File: config.mk
export PLATFORM = sky130hd
export DESIGN_NAME = fpn_guard
export DESIGN_NICKNAME = d
export VERILOG_FILES = /design/src/rtl/fpn_pkg.sv /design/src/rtl/fpn_classify.sv /design/src/rtl/fpn_resolve.sv /design/src/rtl/fpn_status.sv /design/src/rtl/fpn_guard.sv
export SDC_FILE = /design/constraint.sdc
export NUM_CORES = 1
export LEC_CHECK = 0
export BUFFER_PORTS_ARGS = -buffer_cell sky130_fd_sc_hd__buf_2
export CAP_MARGIN = 5
export CELL_PAD_IN_SITES_DETAIL_PLACEMENT = 2
export CELL_PAD_IN_SITES_GLOBAL_PLACEMENT = 2
export CORE_MARGIN = 2
export CORE_UTILIZATION = 24
export DETAILED_ROUTE_END_ITERATION = 8
export PLACE_DENSITY_LB_ADDON = 0.05
export REMOVE_ABC_BUFFERS = 1
export SLEW_MARGIN = 20
export SYNTH_ARGS = -nofsm -noshare
export SYNTH_HDL_FRONTEND = slang
export SYNTH_SLANG_ARGS = --single-unit
File: constraint.sdc
create_clock -name clk -period 4.4 [get_ports clk]
set_input_delay 0.22 -clock clk [delete_from_list [all_inputs] [get_ports clk]]
set_output_delay 0.22 -clock clk [all_outputs]
set_load 0.05 [all_outputs]
File: src/rtl/fpn_pkg.sv
package fpn_pkg;

    localparam int DATA_W      = 64;
    localparam int STAT_W      = 32;

    localparam int SGL_W       = 32;
    localparam int SGL_EXP_W   = 8;
    localparam int SGL_FRAC_W  = 23;
    localparam int DBL_EXP_W   = 11;
    localparam int DBL_FRAC_W  = 52;

    localparam int CAUSE_LO    = 12;
    localparam int CAUSE_HI    = 17;
    localparam int INV_CAUSE   = 16;
    localparam int INV_FLAG    = 6;

    localparam logic [SGL_W-1:0]  SGL_DEFAULT_QNAN = 32'h7FBF_FFFF;
    localparam logic [DATA_W-1:0] DBL_DEFAULT_QNAN = 64'h7FF7_FFFF_FFFF_FFFF;

    typedef enum logic [1:0] {
        SZ_NONE   = 2'd0,
        SZ_SINGLE = 2'd1,
        SZ_DOUBLE = 2'd2,
        SZ_RSVD   = 2'd3
    } size_e;

    typedef enum logic [1:0] {
        PATH_NORMAL   = 2'd0,
        PATH_OPND_NAN = 2'd1,
        PATH_RES_NAN  = 2'd2,
        PATH_BAD_SIZE = 2'd3
    } path_e;

    typedef struct packed {
        logic is_nan;
        logic is_snan;
    } nan_class_t;

    typedef struct packed {
        logic [DATA_W-1:0] value;
        logic              wen;
        logic              raise_inv;
        logic              size_err;
        path_e             path;
    } verdict_t;

    function automatic logic size_legal(input logic [1:0] sz);
        return (sz == SZ_SINGLE) || (sz == SZ_DOUBLE);
    endfunction

    function automatic logic [DATA_W-1:0] default_qnan(input logic dbl);
        return dbl ? DBL_DEFAULT_QNAN : {{(DATA_W-SGL_W){1'b0}}, SGL_DEFAULT_QNAN};
    endfunction

    function automatic logic [DATA_W-1:0] narrow(input logic [DATA_W-1:0] v, input logic dbl);
        return dbl ? v : {{(DATA_W-SGL_W){1'b0}}, v[SGL_W-1:0]};
    endfunction

    function automatic logic [STAT_W-1:0] cause_mask();
        logic [STAT_W-1:0] m;
        m = '0;
        for (int i = CAUSE_LO; i <= CAUSE_HI; i++) begin
            m[i] = 1'b1;
        end
        return m;
    endfunction

endpackage

File: src/rtl/fpn_classify.sv
module fpn_classify
    import fpn_pkg::*;
#(
    parameter int W = 64
) (
    input  logic [W-1:0] bits_i,
    input  logic         dbl_i,
    output nan_class_t   cls_o
);
    localparam int SE_LO = SGL_FRAC_W;
    localparam int SE_HI = SGL_FRAC_W + SGL_EXP_W - 1;
    localparam int DE_LO = DBL_FRAC_W;
    localparam int DE_HI = DBL_FRAC_W + DBL_EXP_W - 1;

    logic sgl_exp_ones, sgl_frac_nz, sgl_msb;
    logic dbl_exp_ones, dbl_frac_nz, dbl_msb;

    always_comb begin
        sgl_exp_ones = &bits_i[SE_HI:SE_LO];
        sgl_frac_nz  = |bits_i[SGL_FRAC_W-1:0];
        sgl_msb      = bits_i[SGL_FRAC_W-1];
        dbl_exp_ones = &bits_i[DE_HI:DE_LO];
        dbl_frac_nz  = |bits_i[DBL_FRAC_W-1:0];
        dbl_msb      = bits_i[DBL_FRAC_W-1];

        if (dbl_i) begin
            cls_o.is_nan  = dbl_exp_ones && dbl_frac_nz;
            cls_o.is_snan = dbl_exp_ones && dbl_frac_nz && dbl_msb;
        end else begin
            cls_o.is_nan  = sgl_exp_ones && sgl_frac_nz;
            cls_o.is_snan = sgl_exp_ones && sgl_frac_nz && sgl_msb;
        end
    end
endmodule

File: src/rtl/fpn_resolve.sv
module fpn_resolve
    import fpn_pkg::*;
#(
    parameter int NUM_SRC = 2,
    parameter int NSRC_W  = 2
) (
    input  logic [NUM_SRC-1:0][DATA_W-1:0] ops_i,
    input  nan_class_t [NUM_SRC-1:0]       op_cls_i,
    input  logic [NSRC_W-1:0]              nsrc_i,
    input  logic [DATA_W-1:0]              raw_i,
    input  nan_class_t                     raw_cls_i,
    input  logic [1:0]                     size_i,
    output verdict_t                       verdict_o
);
    logic                 dbl;
    logic                 legal;
    logic [NUM_SRC-1:0]   active;
    logic                 opnd_hit;
    logic [DATA_W-1:0]    opnd_val;

    assign dbl   = (size_i == SZ_DOUBLE);
    assign legal = size_legal(size_i);

    for (genvar g = 0; g < NUM_SRC; g++) begin : g_active
        assign active[g] = (NSRC_W'(g) < nsrc_i);
    end

    // lowest index has priority: scan from the top so index 0 is applied last
    always_comb begin
        opnd_hit = 1'b0;
        opnd_val = '0;
        for (int i = NUM_SRC - 1; i >= 0; i--) begin
            if (active[i] && op_cls_i[i].is_nan) begin
                opnd_hit = 1'b1;
                opnd_val = op_cls_i[i].is_snan ? default_qnan(dbl) : narrow(ops_i[i], dbl);
            end
        end
    end

    always_comb begin
        verdict_o = '0;
        if (!legal) begin
            verdict_o.path     = PATH_BAD_SIZE;
            verdict_o.size_err = 1'b1;
        end else if (opnd_hit) begin
            verdict_o.path  = PATH_OPND_NAN;
            verdict_o.value = opnd_val;
            verdict_o.wen   = 1'b1;
        end else if (raw_cls_i.is_nan) begin
            verdict_o.path      = PATH_RES_NAN;
            verdict_o.value     = default_qnan(dbl);
            verdict_o.wen       = 1'b1;
            verdict_o.raise_inv = 1'b1;
        end else begin
            verdict_o.path  = PATH_NORMAL;
            verdict_o.value = narrow(raw_i, dbl);
            verdict_o.wen   = 1'b1;
        end
    end
endmodule

File: src/rtl/fpn_status.sv
module fpn_status
    import fpn_pkg::*;
(
    input  logic [STAT_W-1:0] stat_i,
    input  logic              raise_inv_i,
    output logic [STAT_W-1:0] stat_o
);
    localparam logic [STAT_W-1:0] CLR_MASK = cause_mask();
    localparam logic [STAT_W-1:0] INV_BITS = (STAT_W'(1) << INV_CAUSE) | (STAT_W'(1) << INV_FLAG);

    always_comb begin
        stat_o = stat_i & ~CLR_MASK;
        if (raise_inv_i) begin
            stat_o = stat_o | INV_BITS;
        end
    end
endmodule

File: src/rtl/fpn_guard.sv
module fpn_guard
    import fpn_pkg::*;
(
    input  logic        clk,
    input  logic        rst,
    input  logic        in_valid,
    output logic        in_ready,
    input  logic [1:0]  in_size,
    input  logic [1:0]  in_nsrc,
    input  logic [63:0] in_op_a,
    input  logic [63:0] in_op_b,
    input  logic [63:0] in_raw,
    input  logic [31:0] in_status,
    output logic        out_valid,
    output logic [63:0] out_result,
    output logic        out_wen,
    output logic [31:0] out_status,
    output logic [1:0]  out_path,
    output logic        out_size_err
);
    localparam int NUM_SRC = 2;
    localparam int NSRC_W  = $clog2(NUM_SRC + 1);

    logic [NUM_SRC-1:0][DATA_W-1:0] ops;
    nan_class_t [NUM_SRC-1:0]       op_cls;
    nan_class_t                     raw_cls;
    verdict_t                       verdict;
    logic [STAT_W-1:0]              stat_next;
    logic                           dbl;
    logic                           accept;

    assign ops[0]   = in_op_a;
    assign ops[1]   = in_op_b;
    assign dbl      = (in_size == SZ_DOUBLE);
    assign in_ready = ~rst;
    assign accept   = in_valid & in_ready;

    for (genvar g = 0; g < NUM_SRC; g++) begin : g_cls
        fpn_classify #(.W(DATA_W)) u_cls (
            .bits_i (ops[g]),
            .dbl_i  (dbl),
            .cls_o  (op_cls[g])
        );
    end

    fpn_classify #(.W(DATA_W)) u_raw_cls (
        .bits_i (in_raw),
        .dbl_i  (dbl),
        .cls_o  (raw_cls)
    );

    fpn_resolve #(.NUM_SRC(NUM_SRC), .NSRC_W(NSRC_W)) u_resolve (
        .ops_i     (ops),
        .op_cls_i  (op_cls),
        .nsrc_i    (in_nsrc),
        .raw_i     (in_raw),
        .raw_cls_i (raw_cls),
        .size_i    (in_size),
        .verdict_o (verdict)
    );

    fpn_status u_status (
        .stat_i      (in_status),
        .raise_inv_i (verdict.raise_inv),
        .stat_o      (stat_next)
    );

    always_ff @(posedge clk) begin
        if (rst) begin
            out_valid    <= 1'b0;
            out_result   <= '0;
            out_wen      <= 1'b0;
            out_status   <= '0;
            out_path     <= PATH_NORMAL;
            out_size_err <= 1'b0;
        end else begin
            out_valid <= accept;
            out_wen   <= accept & verdict.wen;
            if (accept) begin
                out_result   <= verdict.value;
                out_status   <= stat_next;
                out_path     <= verdict.path;
                out_size_err <= verdict.size_err;
            end
        end
    end
endmodule

### Word level (Yosys, flattened, before mapping)

Index checks and enable logic that the tools add are counted.

* equal/unequal tests: 2
* bitwise logic cells: 3
* multiplexer cells: 23
* order comparisons: 2
* reductions and logical operators: 27

Operator list (number)
* two-way mux 64 bit: 7
* OR reduction 52 bit: 3
* two-way mux 65 bit: 2
* OR reduction 23 bit: 3
* two-way mux 66 bit: 1
* two-way mux 63 bit: 1
* AND reduction 11 bit: 3
* AND reduction 8 bit: 3
* two-way mux 17 bit: 1
* logical AND 1 bit: 14
* two-way mux 2 bit: 6
* two-way mux 1 bit: 5
* < comparator 1 x 2 -> 1 bit, first input constant: 2
* AND 1 bit: 2
* equality test 2 x 1 -> 1 bit, second input constant: 1
* equality test 2 bit, second input constant: 1
* logical OR 1 bit: 1
* inverter 1 bit: 1

* word-level logic and storage cells: 63
* output and inout port bits: 102
* bits of input ports: 231
* flip-flop bits (word level): 101

### Logic depth before layout (Yosys ltp)

Gate-level depths: netlist (run 1).

* word-level depth: 10
* mapped depth: 11
* depth with buffers taken out: 8

### Hierarchy

From an unflattened synthesis (run 1), not the netlist that was laid out.

* cell total of the unflattened synthesis: 775
* area, all modules: 6550.0 um^2

Modules (own cells, without submodules)
* fpn_guard: area each 3636.0 um^2, times used 1, cells each 325
* fpn_resolve: area each 2138.3 um^2, times used 1, cells each 330
* fpn_classify: area each 177.7 um^2, times used 3, cells each 29
* fpn_status: area each 242.7 um^2, times used 1, cells each 33

### Worst setup path after synthesis (run 1)

OpenSTA, ideal clock, no wires.

* path type: input port to flip-flop
* from: in in_size[0]
* to: reg out_result[25]
* required time: 4278 ps
* stages: 9
* setup slack: 2291 ps
* data arrival time: 1988 ps
* cells stage by stage: inv_1 > ha_1 > buf_6 > nor4_2 > nor2_1 > a211o_1 > buf_6 > o22a_1 > a221o_1

* cells in the longest elaborated chain, start to end: 7
* elaborated cells between the ends (all ways): 17
* those cells by class: 2 x eq/ne; 12 x mux; 3 x reduce/logical

RTL lines
* from (decl): line fpn_guard.sv:8 `input logic [1:0] in_size,`
* equality test 2 bit: line fpn_pkg.sv:48, fpn_guard.sv:34
* two-way mux 2 bit: line fpn_classify.sv:26 `if (dbl_i) begin`
* two-way mux 64 bit / logical AND 1 bit (equally long branches): line fpn_resolve.sv:35, fpn_resolve.sv:33
* two-way mux 64 bit / two-way mux 1 bit (equally long branches) (2 in a row): line fpn_resolve.sv:33 `if (active[i] && op_cls_i[i].is_nan) begin`
* two-way mux 65 bit: line fpn_resolve.sv:45 `end else if (opnd_hit) begin`
* two-way mux 66 bit *: line fpn_resolve.sv:42 `if (!legal) begin`
* to (signal assigned): line fpn_guard.sv:80 `out_result <= verdict.value;`
* to (decl): line fpn_guard.sv:15 `output logic [63:0] out_result,`

Mark *: on every way between the ends. The rest lies on a longest branch, timed or not.
A chain may end at the register's enable or synchronous reset.

### Final worst setup path (run 1)

* from: in in_size[0]
* to: reg out_result[1]

Same word-level chain as after synthesis.

==> run_results.csv, run 1 <==
group,metric,value,unit
sta,finalWorstSetupSlack,1.37,ns
placement,dpl.cell_count,1181,
grt,grt_max_degree,50,
cts,htree_levels,3,
power,ir_drop,0.000154,V
synthesis,netlist_top_cells_count,"96 x dfxtp_1, 56 x nor4_1, 47 x nand2_1",
synthesis,netlist_area,5280,um2
synthesis,synth_top_cell_area_share,0.364,
synthesis,ys_ff_latch,96,
synthesis,synth.avg_cell_area,8.41,um2
sta,worstMarginPinSlew,1.12,ns
power,p_leak,3.22,nW
power,finalPower,2.27,mW
detailed_routing,drc,0,
cts,cts-buffers-inserted,9,
synthesis,synth_edf_count,0,
detailed_routing,ant_nets,0,
cts,cts_root_buffer,"clkbuf_16",
die,rows,54,
sta,finalSetupTns,0,ns
sta,holdWs,0.0904,ns
sta,final-hold-violation-count,0,
die,die_w,152,um
final_layout,nNetsFinal,1144,
detailed_routing,drtIter0Drc,202,
sta,slew_violations,0,
die,start_util,0.244,
detailed_routing,vias_per_cell,5.41,
placement,gp_congestion,0.812,
detailed_routing,via_count,6522,
synthesis,synth.most_common_cell,"dfxtp_1",
cts,clk_latency,0.37,ns
detailed_routing,first_pass_iters,4,
power,p_sw_frac,0.331,
detailed_routing,routedWlPerCell,23.2,um
die,fp.dieArea,23200,um2
placement,dpl.hpwl,21.7,mm
synthesis,async_flop_share,0,
detailed_routing,wl,27.9,mm
cts,cts_sinks,96,
final_layout,fin_util,0.340,
power,p_clk_frac,0.390,
final_layout,stdcell_count,1205,
critical_path,cp.required,4.67,ns
grt,grt_pass1_wl,42.5,mm
die,coreArea,21700,um2
critical_path,path_class,"in -> reg",
final_layout,area_growth,39.7,%
critical_path,cp_max_fo,17,
min_path,hp-class,"in -> reg",
synthesis,yosysSeqAreaShare,0.364,
sta,period_share,0.689,
sta,finClkSkew,0,ns
outcome,outcome,"complete, no violations",
final_layout,drive_gt1_frac,0.401,
synthesis,synth_ff_type,"dfxtp_1",
grt,antenna_found_initial,10,
run,max_cap_viol_count,0,
sta,period_needed,3.03,ns
critical_path,critPathCaptureType,"flip-flop",
critical_path,cp.arrival,3.30,ns
sta,slew_headroom,0.253,
placement,io_buffers,321,
placement,dpl_cell_area,7040,um2
cts,clockBufferDepth,2,
grt,overflow,0,
grt,grt_pass1_vias,7132,
cts,post_cts_resized,0,
power,power.switching,0.750,mW
synthesis,synth.distinct_cells,62,
sta,max_clock_freq,330,MHz
grt,grt_usage,0.234,
power,seq_power_share,0.406,
cts,cts_hold_buf,0,
synthesis,ys_warn_count,0,
final_layout,design_area,7380,um2
sta,rsz0062_at_grt,"false",
power,power_density,307,nW/um2
sta,setup_viol,0,
cts,cts_setup_buffers,0,
cts,path_clk_slew,0.08,ns
cts,cts_tree,"built",
synthesis,synth_top_area_cell,"dfxtp_1",
placement,dpl_worst_slack,0.961,ns
die,die_h,152,um
synthesis,synthTopCellsByArea,"dfxtp_1 36%, nor4_1 6.6%, mux2i_1 5.1%",
synthesis,syn_inst,628,
critical_path,start_kind,"input port",
die,pin_count,333,
power,power.internal,1.52,mW
power,pwr-share-comb,0.204,
==> kinds of logic after synthesis <==
group / share of synthesized area
AO/OA/AOI/OAI: 0.287
adder cells (fa/ha/maj): 0.00237
buffers and inverters: 0.0687
flip-flops: 0.364
multiplexers: 0.0512
other: 0.000710
AND/OR/NAND/NOR: 0.226
==> state kept, by name (all words and copies together) (netlist names) <==
name / flops
out_valid: 1
out_size_err: 1
out_result: 64
out_path: 2
out_status: 27
out_wen: 1
==> power groups by stage <==
stage,sequential [mW],clock (mW),combinational (mW)
floorplan,1.06,0,0.111
global placement,0.939,0,0.454
detailed placement,0.941,0,0.466
CTS,0.921,0.907,0.467
global route,0.926,0.945,0.496
finish,0.921,0.885,0.463
==> final cells by class <==
class	instances	area [um2]
diodes	8	20.0
clock inverters	7	95.1
clock buffers	9	225
inverters	7	26.3
flip-flops and latches	96	1920
fillers	2575	14300
repair buffers	333	1700
multi-input cells	465	3050
well taps	280	350
==> worst paths after layout <==
path	endpoint	from	cells past startpoint	slack, ns
hold / removal	out_status[31]	in_status[31]	3	0.09
setup reg to reg	out_result[63]	out_result[63]	3	3.31
hold reg to reg	out_result[52]	out_result[52]	2	0.46
setup / recovery	out_result[1]	in_size[0]	10	1.37
==> cells in the final DEF, fill, tap and decap left out, types with 25 or more instances in the layout <==
| cell type | netlist | routed |
|---|---|---|
| buf_2 | 20 | 321 |
| dfxtp_1 | 96 | 96 |
| nor4_1 | 56 | 56 |
| nand2_1 | 47 | 47 |
| nor2_1 | 43 | 42 |
| o31ai_1 | 31 | 31 |
| nor3_1 | 28 | 28 |
| o21ai_0 | 29 | 28 |
| mux2i_1 | 27 | 27 |
| o22ai_1 | 26 | 26 |
| a32oi_1 | 25 | 25 |
==> worst max-delay path, cell delays in order <==
cell and delay, ns:
buf_2 0.10, inv_1 0.05, ha_1 0.54, nand4_4 0.16, nor3_4 0.41, o21ai_2 0.19
a211oi_4 0.72, o21ai_2 0.37, buf_4 0.32, o21ai_0 0.20
==> routing by layer <==
| metal | vias up | share of wire | track usage |
|---|---|---|---|
| met5 | - | 0.00075 | 0 |
| met4 | 4 | 0.013 | 0.0668 |
| met3 | 29 | 0.063 | 0.0549 |
| met2 | 212 | 0.52 | 0.422 |
| met1 | 3227 | 0.41 | 0.278 |
| li1 | 3050 | - | - |
Note: power is estimated with default switching activity, not from simulation.
==> run 2, diff against run 1 <==
--- a/config.mk
+++ b/config.mk
@@ -5,12 +5,13 @@
 export SDC_FILE = /design/constraint.sdc
 export NUM_CORES = 1
 export LEC_CHECK = 0
+export ABC_AREA = 1
 export BUFFER_PORTS_ARGS = -buffer_cell sky130_fd_sc_hd__buf_2
 export CAP_MARGIN = 5
 export CELL_PAD_IN_SITES_DETAIL_PLACEMENT = 2
 export CELL_PAD_IN_SITES_GLOBAL_PLACEMENT = 2
 export CORE_MARGIN = 2
-export CORE_UTILIZATION = 24
+export CORE_UTILIZATION = 21
 export DETAILED_ROUTE_END_ITERATION = 8
 export PLACE_DENSITY_LB_ADDON = 0.05
 export REMOVE_ABC_BUFFERS = 1
==> constraint.sdc (replaced) <==
create_clock -name clk -period 2.8 [get_ports clk]
set_input_delay 0.14 -clock clk [delete_from_list [all_inputs] [get_ports clk]]
set_output_delay 0.14 -clock clk [all_outputs]
set_load 0.05 [all_outputs]
==> run_results.csv, run 2 <==
group,metric,value,unit
power,finalPower,3.67,mW
sta,final-hold-violation-count,0,
cts,htree_levels,3,
power,seq_power_share,0.392,
placement,dpl.hpwl,25.1,mm
cts,clk_latency,0.36,ns
synthesis,ys_warn_count,0,
synthesis,synthAdderAreaFrac,0.00192,
sta,setup_viol,0,
synthesis,syn_inst,1157,
final_layout,final_cell_mix,"320 x buf_2, 307 x nor2_1, 306 x nand2_1",
sta,finalSetupTns,0,ns
synthesis,ys_ff_latch,96,
placement,gp_congestion,0.798,
critical_path,worstPathCellList,"buf_2 > inv_1 > ha_1 > buf_12 > nand4_1 > nor3_1 > buf_4 > nand2_1 > nand2_2 > nand2_4 > nand2_4 > buf_4 > o21ai_0 > inv_1 > nand2_1 > a21oi_1",
cts,path_clk_slew,0.08,ns
detailed_routing,ant_nets,0,
sta,finClkSkew,0,ns
detailed_routing,wl_met2,15.4,mm
grt,grt_max_degree,67,
final_layout,stdcell_count,1876,
final_layout,regMostFlops,"out_result",
critical_path,cp.arrival,2.52,ns
synthesis,synthXorXnorAreaFrac,0,
detailed_routing,wl_met3,1.59,mm
synthesis,synth_compound_area_frac,0.113,
detailed_routing,met1_length,14.9,mm
power,p_clk_frac,0.370,
die,pin_count,333,
critical_path,cp_max_fo,50,
grt,grt_usage,0.200,
synthesis,synth_edf_count,0,
critical_path,start_kind,"input port",
placement,dpl_cell_area,8510,um2
sta,max_clock_freq,450,MHz
sta,worstMarginPinSlew,1.00,ns
die,die_w,180,um
final_layout,largest_register_ffs,64,
power,p_leak,4.59,nW
final_layout,final_common_cell,"buf_2",
detailed_routing,drtIter0Drc,291,
synthesis,synth_top_family_by_area,"simple AND/OR/NAND/NOR gates",
synthesis,netlist_area,6500,um2
synthesis,yosysSeqAreaShare,0.296,
final_layout,drive_gt1_frac,0.268,
sta,slew_headroom,0.331,
synthesis,synthTopCellsByArea,"dfxtp_1 30%, nor2_1 18%, nand2_1 18%",
synthesis,synth_top_cell_area_share,0.296,
die,fp.dieArea,32400,um2
grt,grt_pass1_wl,50.6,mm
synthesis,synth_top_area_cell,"dfxtp_1",
grt,grt_pass1_vias,8843,
die,coreArea,30500,um2
cts,cts_setup_buffers,0,
die,die_h,180,um
cts,cts-buffers-inserted,9,
cts,cts_tree,"built",
placement,io_buffers,321,
synthesis,synthMuxAreaShare,0,
critical_path,timing.critical_path.buf_inv,6,
grt,overflow,0,
die,start_util,0.213,
sta,period_share,0.794,
power,p_sw_frac,0.359,
sta,finalWorstSetupSlack,0.578,ns
outcome,outcome,"complete, no violations",
power,pwr-share-comb,0.238,
cts,cts_sinks,96,
final_layout,area_growth,39.0,%
placement,dpl.cell_count,1835,
sta,slew_violations,0,
detailed_routing,vias_per_cell,4.44,
final_layout,reg.largest.list,"out_result (64), out_status (27), out_path (2)",
sta,rsz0062_at_grt,"false",
cts,clockBufferDepth,2,
sta,holdWs,0.00751,ns
cts,cts_root_buffer,"clkbuf_16",
critical_path,critPathCaptureType,"flip-flop",
detailed_routing,wl,32.5,mm
critical_path,cp.required,3.09,ns
synthesis,synth_ff_type,"dfxtp_1",
cts,post_cts_resized,0,
critical_path,path_class,"in -> reg",
detailed_routing,first_pass_iters,4,
synthesis,synth.most_common_cell,"nor2_1",
sta,period_needed,2.22,ns
final_layout,fin_util,0.296,
detailed_routing,via_count,8338,
detailed_routing,routedWlPerCell,17.3,um
run,max_cap_viol_count,0,
power,ir_drop,0.000279,V
min_path,hp-class,"in -> reg",
power,power.switching,1.32,mW
cts,cts_hold_buf,22,
power,power.internal,2.35,mW
power,power_density,406,nW/um2
final_layout,design_area,9040,um2
placement,dpl_worst_slack,0.102,ns
detailed_routing,highest-signal-layer,"met5",
synthesis,async_flop_share,0,
critical_path,max_stage_delay,0.46,ns
grt,antenna_found_initial,6,
synthesis,synth_simple_gate_area_frac,0.458,
synthesis,netlist_top_cells_count,"308 x nor2_1, 307 x nand2_1, 132 x inv_1",
detailed_routing,drc,0,
critical_path,path_delay_family,"buffers and inverters",
final_layout,nNetsFinal,1704,
synthesis,synth.avg_cell_area,5.62,um2
critical_path,slowest_stage,"buf_4",
synthesis,synth.distinct_cells,36,
die,rows,64,
[run 2: cell types whose count changed after synthesis, sizes merged, moves of 27 or more]
cell	change
a21oi	+51
inv	+131
mux2i	-27
nand2	+267
nand3	+55
nor2	+268
nor4	-50
o31ai	-31
[run 2: worst paths after layout]
kind	slack, ns	endpoint	depth (start not counted)	from
setup / recovery	0.58	out_result[33]	16	in_size[0]
hold / removal	0.008	out_status[25]	3	in_status[25]
setup reg to reg	1.99	out_path[1]	2	out_path[1]
hold reg to reg	0.47	out_status[16]	2	out_status[16]
[run 2: logic make-up (layout without fill, tap and decap cells)]
family                     Yosys count  count (layout)
adders and majority gates            1               1
AOI/OAI and AO/OA                  132             132
DFF                                 96              96
and+or+nand+nor                    726             726
buffers and inverters              201             517
other                                1               8
[run 2: tightest hold or removal path, cell delays in order]
cell    delay [ns]
buf_2         0.08
nor2_1        0.04
nor2_1        0.08
[run 2: area by class of cell]
type	instances	area (um2)
diodes	3	7.51
repair buffers	362	2030
flip-flops and latches	96	1920
well taps	396	495
multi-input cells	864	3750
fillers	3886	21500
clock buffers	9	225
clock inverters	7	78.8
inverters	139	523
[run 2: power groups by stage]
stage               Combinational [mW]  Clock, mW  Sequential (mW)
floorplan                        0.274          0             1.65
global placement                 0.849          0             1.47
detailed placement               0.860          0             1.47
CTS                              0.888       1.43             1.44
global route                     0.966       1.47             1.45
finish                           0.873       1.36             1.44
[run 2: layer usage]
| layer | up-vias | global-route usage |
|---|---|---|
| met5 | - | 0 |
| met4 | 6 | 0.0530 |
| met3 | 25 | 0.0344 |
| met2 | 212 | 0.344 |
| met1 | 3909 | 0.257 |
| li1 | 4186 | - |
==> run 3, diff against run 2 <==
==> constraint.sdc (replaced) <==
create_clock -name clk -period 2.1 [get_ports clk]
set_input_delay 0.105 -clock clk [delete_from_list [all_inputs] [get_ports clk]]
set_output_delay 0.105 -clock clk [all_outputs]
set_load 0.05 [all_outputs]
==> run_results.csv, run 3 (synthesis gave the netlist of run 2 again) <==
group,metric,value,unit
outcome,outcome,"complete, no violations",
critical_path,worstPathCellList,"buf_2 > nor2_1 > nand2_1 > nor2_1 > nand2_1 > nor2_1 > buf_4 > nand2_1 > nand2_1 > nand2_1 > nand2_1 > nand2_4 > buf_4 > buf_12 > o21ai_0 > inv_1 > nand2_1 > a21oi_1",
grt,grt_pass1_vias,9243,
power,power.switching,1.77,mW
sta,final-hold-violation-count,0,
grt,grt_pass1_wl,51.9,mm
critical_path,path_class,"in -> reg",
power,p_sw_frac,0.351,
grt,overflow,0,
grt,antenna_found_initial,2,
critical_path,max_stage_delay,0.22,ns
sta,slew_headroom,0.333,
sta,max_clock_freq,546,MHz
final_layout,nNetsFinal,1747,
sta,finalWorstSetupSlack,0.268,ns
critical_path,path_delay_family,"simple AND/OR/NAND/NOR gates",
critical_path,critPathCaptureType,"flip-flop",
sta,rsz0062_at_grt,"false",
die,pin_count,333,
final_layout,design_area,9540,um2
die,coreArea,30500,um2
critical_path,endpoint,"out_result[39]",
critical_path,r2r_setup_slack,1.32,ns
detailed_routing,vias_per_cell,4.45,
critical_path,path_common_cell,"nand2_1",
critical_path,cp.depth,18,
final_layout,reg.largest.list,"out_result (64), out_status (27), out_path (2)",
sta,finalSetupTns,0,ns
sta,finClkSkew,0,ns
detailed_routing,drtIter0Drc,325,
critical_path,r2r-end,"out_result[30]",
critical_path,timing.rr.start,"out_result[30]",
power,power.internal,3.28,mW
die,start_util,0.213,
critical_path,start_kind,"input port",
power,seq_power_share,0.380,
cts,cts-buffers-inserted,9,
final_layout,final_common_cell,"buf_2",
detailed_routing,drc,0,
placement,dpl.hpwl,25.9,mm
sta,period_needed,1.83,ns
die,rows,64,
placement,gp_congestion,0.787,
placement,io_buffers,321,
detailed_routing,routedWlPerCell,17.4,um
sta,setup_viol,0,
min_path,hp-class,"in -> reg",
critical_path,cp.arrival,2.05,ns
grt,grt_max_degree,67,
critical_path,timing.critical_path.buf_inv,5,
detailed_routing,first_pass_iters,6,
power,pwr-share-comb,0.241,
die,fp.dieArea,32400,um2
cts,cts_sinks,96,
sta,worstMarginPinSlew,1.00,ns
detailed_routing,via_count,8536,
critical_path,cp.required,2.32,ns
cts,path_clk_slew,0.09,ns
final_layout,area_growth,46.7,%
placement,dpl_worst_slack,-0.357,ns
grt,grt_usage,0.205,
final_layout,fin_util,0.313,
cts,cts_tree,"built",
power,p_leak,4.84,nW
cts,clk_latency,0.37,ns
final_layout,final_cell_mix,"320 x buf_2, 307 x nor2_1, 306 x nand2_1",
power,ir_drop,0.000313,V
die,die_h,180,um
placement,dpl_cell_area,8940,um2
detailed_routing,ant_nets,0,
final_layout,largest_register_ffs,64,
critical_path,r2r_cells,4,
final_layout,regMostFlops,"out_result",
power,finalPower,5.05,mW
critical_path,slowest_stage,"nor2_1",
sta,period_share,0.872,
cts,htree_levels,3,
run,max_cap_viol_count,0,
critical_path,critPathLaunch,"in_op_b[12]",
power,power_density,529,nW/um2
detailed_routing,wl,33.3,mm
sta,slew_violations,0,
final_layout,drive_gt1_frac,0.288,
die,die_w,180,um
power,p_clk_frac,0.379,
cts,clockBufferDepth,2,
critical_path,cp_max_fo,17,
cts,cts_root_buffer,"clkbuf_16",
-- run 3: cell types whose count changed in the layout (fill, tap and decap cells not counted), sizes merged --
cell	change
buf	+39
dlygate4sd3	+4
diode	-2
inv	-2
bufinv	+1
clkinv	+1
-- run 3: worst register-to-register path, delay by kind of cell, from the launching register on --
kind	cells	cell delay, ns
AND/OR/NAND/NOR	2	0.18
flip-flops	1	0.33
AO/OA/AOI/OAI	1	0.06
buffers and inverters	1	0.06
-- run 3: layout make-up --
class	count	area, um2
multi-input cells	864	3770
clock inverters	7	97.6
well taps	396	495
clock buffers	9	225
fillers	3889	21000
diodes	1	2.50
inverters	139	523
flip-flops and latches	96	1920
repair buffers	405	2500
-- run 3: worst min path at each step --
stage,start,end,cells after the start
floorplan,rst,out_result[12],1
global placement,in_status[29],out_status[29],3
detailed placement,in_status[29],out_status[29],3
CTS,in_raw[58],out_result[58],3
global route,in_raw[57],out_result[57],3
finish,in_raw[57],out_result[57],3
-- run 3: routing by layer --
layer	vias to the layer above	GRT usage	wire length [um]
met1	4036	0.267	15600
met2	207	0.356	16000
met4	2	0.0439	387
li1	4268	-	-
met3	23	0.0302	1330
met5	-	0	13
-- run 3: metrics by stage --
stage / std cells / hold WS [ns]
6_report: 1917 / 0.0445
5_1_grt: 1917 / 0.0543
4_1_cts: 1916 / 0.0266
3_5_place_dp: 1874 / 0.336
3_3_place_gp: 1874 / 0.331
2_1_floorplan: 1099 / 0.167
-- run 3: timing repair --
item,in CTS,in global routing
endpoints found under the setup margin,0,47
hold buffers,26,0
hold endpoints to repair,26,0
resized for setup,0,3
buffers inserted,0,0
-- run 3: power groups by stage --
stage	Combinational, mW	Clock (mW)	Sequential, mW
final	1.22	1.91	1.92
after CTS	1.23	1.99	1.92
after global placement	1.17	0	1.96
after global routing	1.34	2.06	1.93
after detailed placement	1.19	0	1.96
after floorplan	0.365	0	2.20
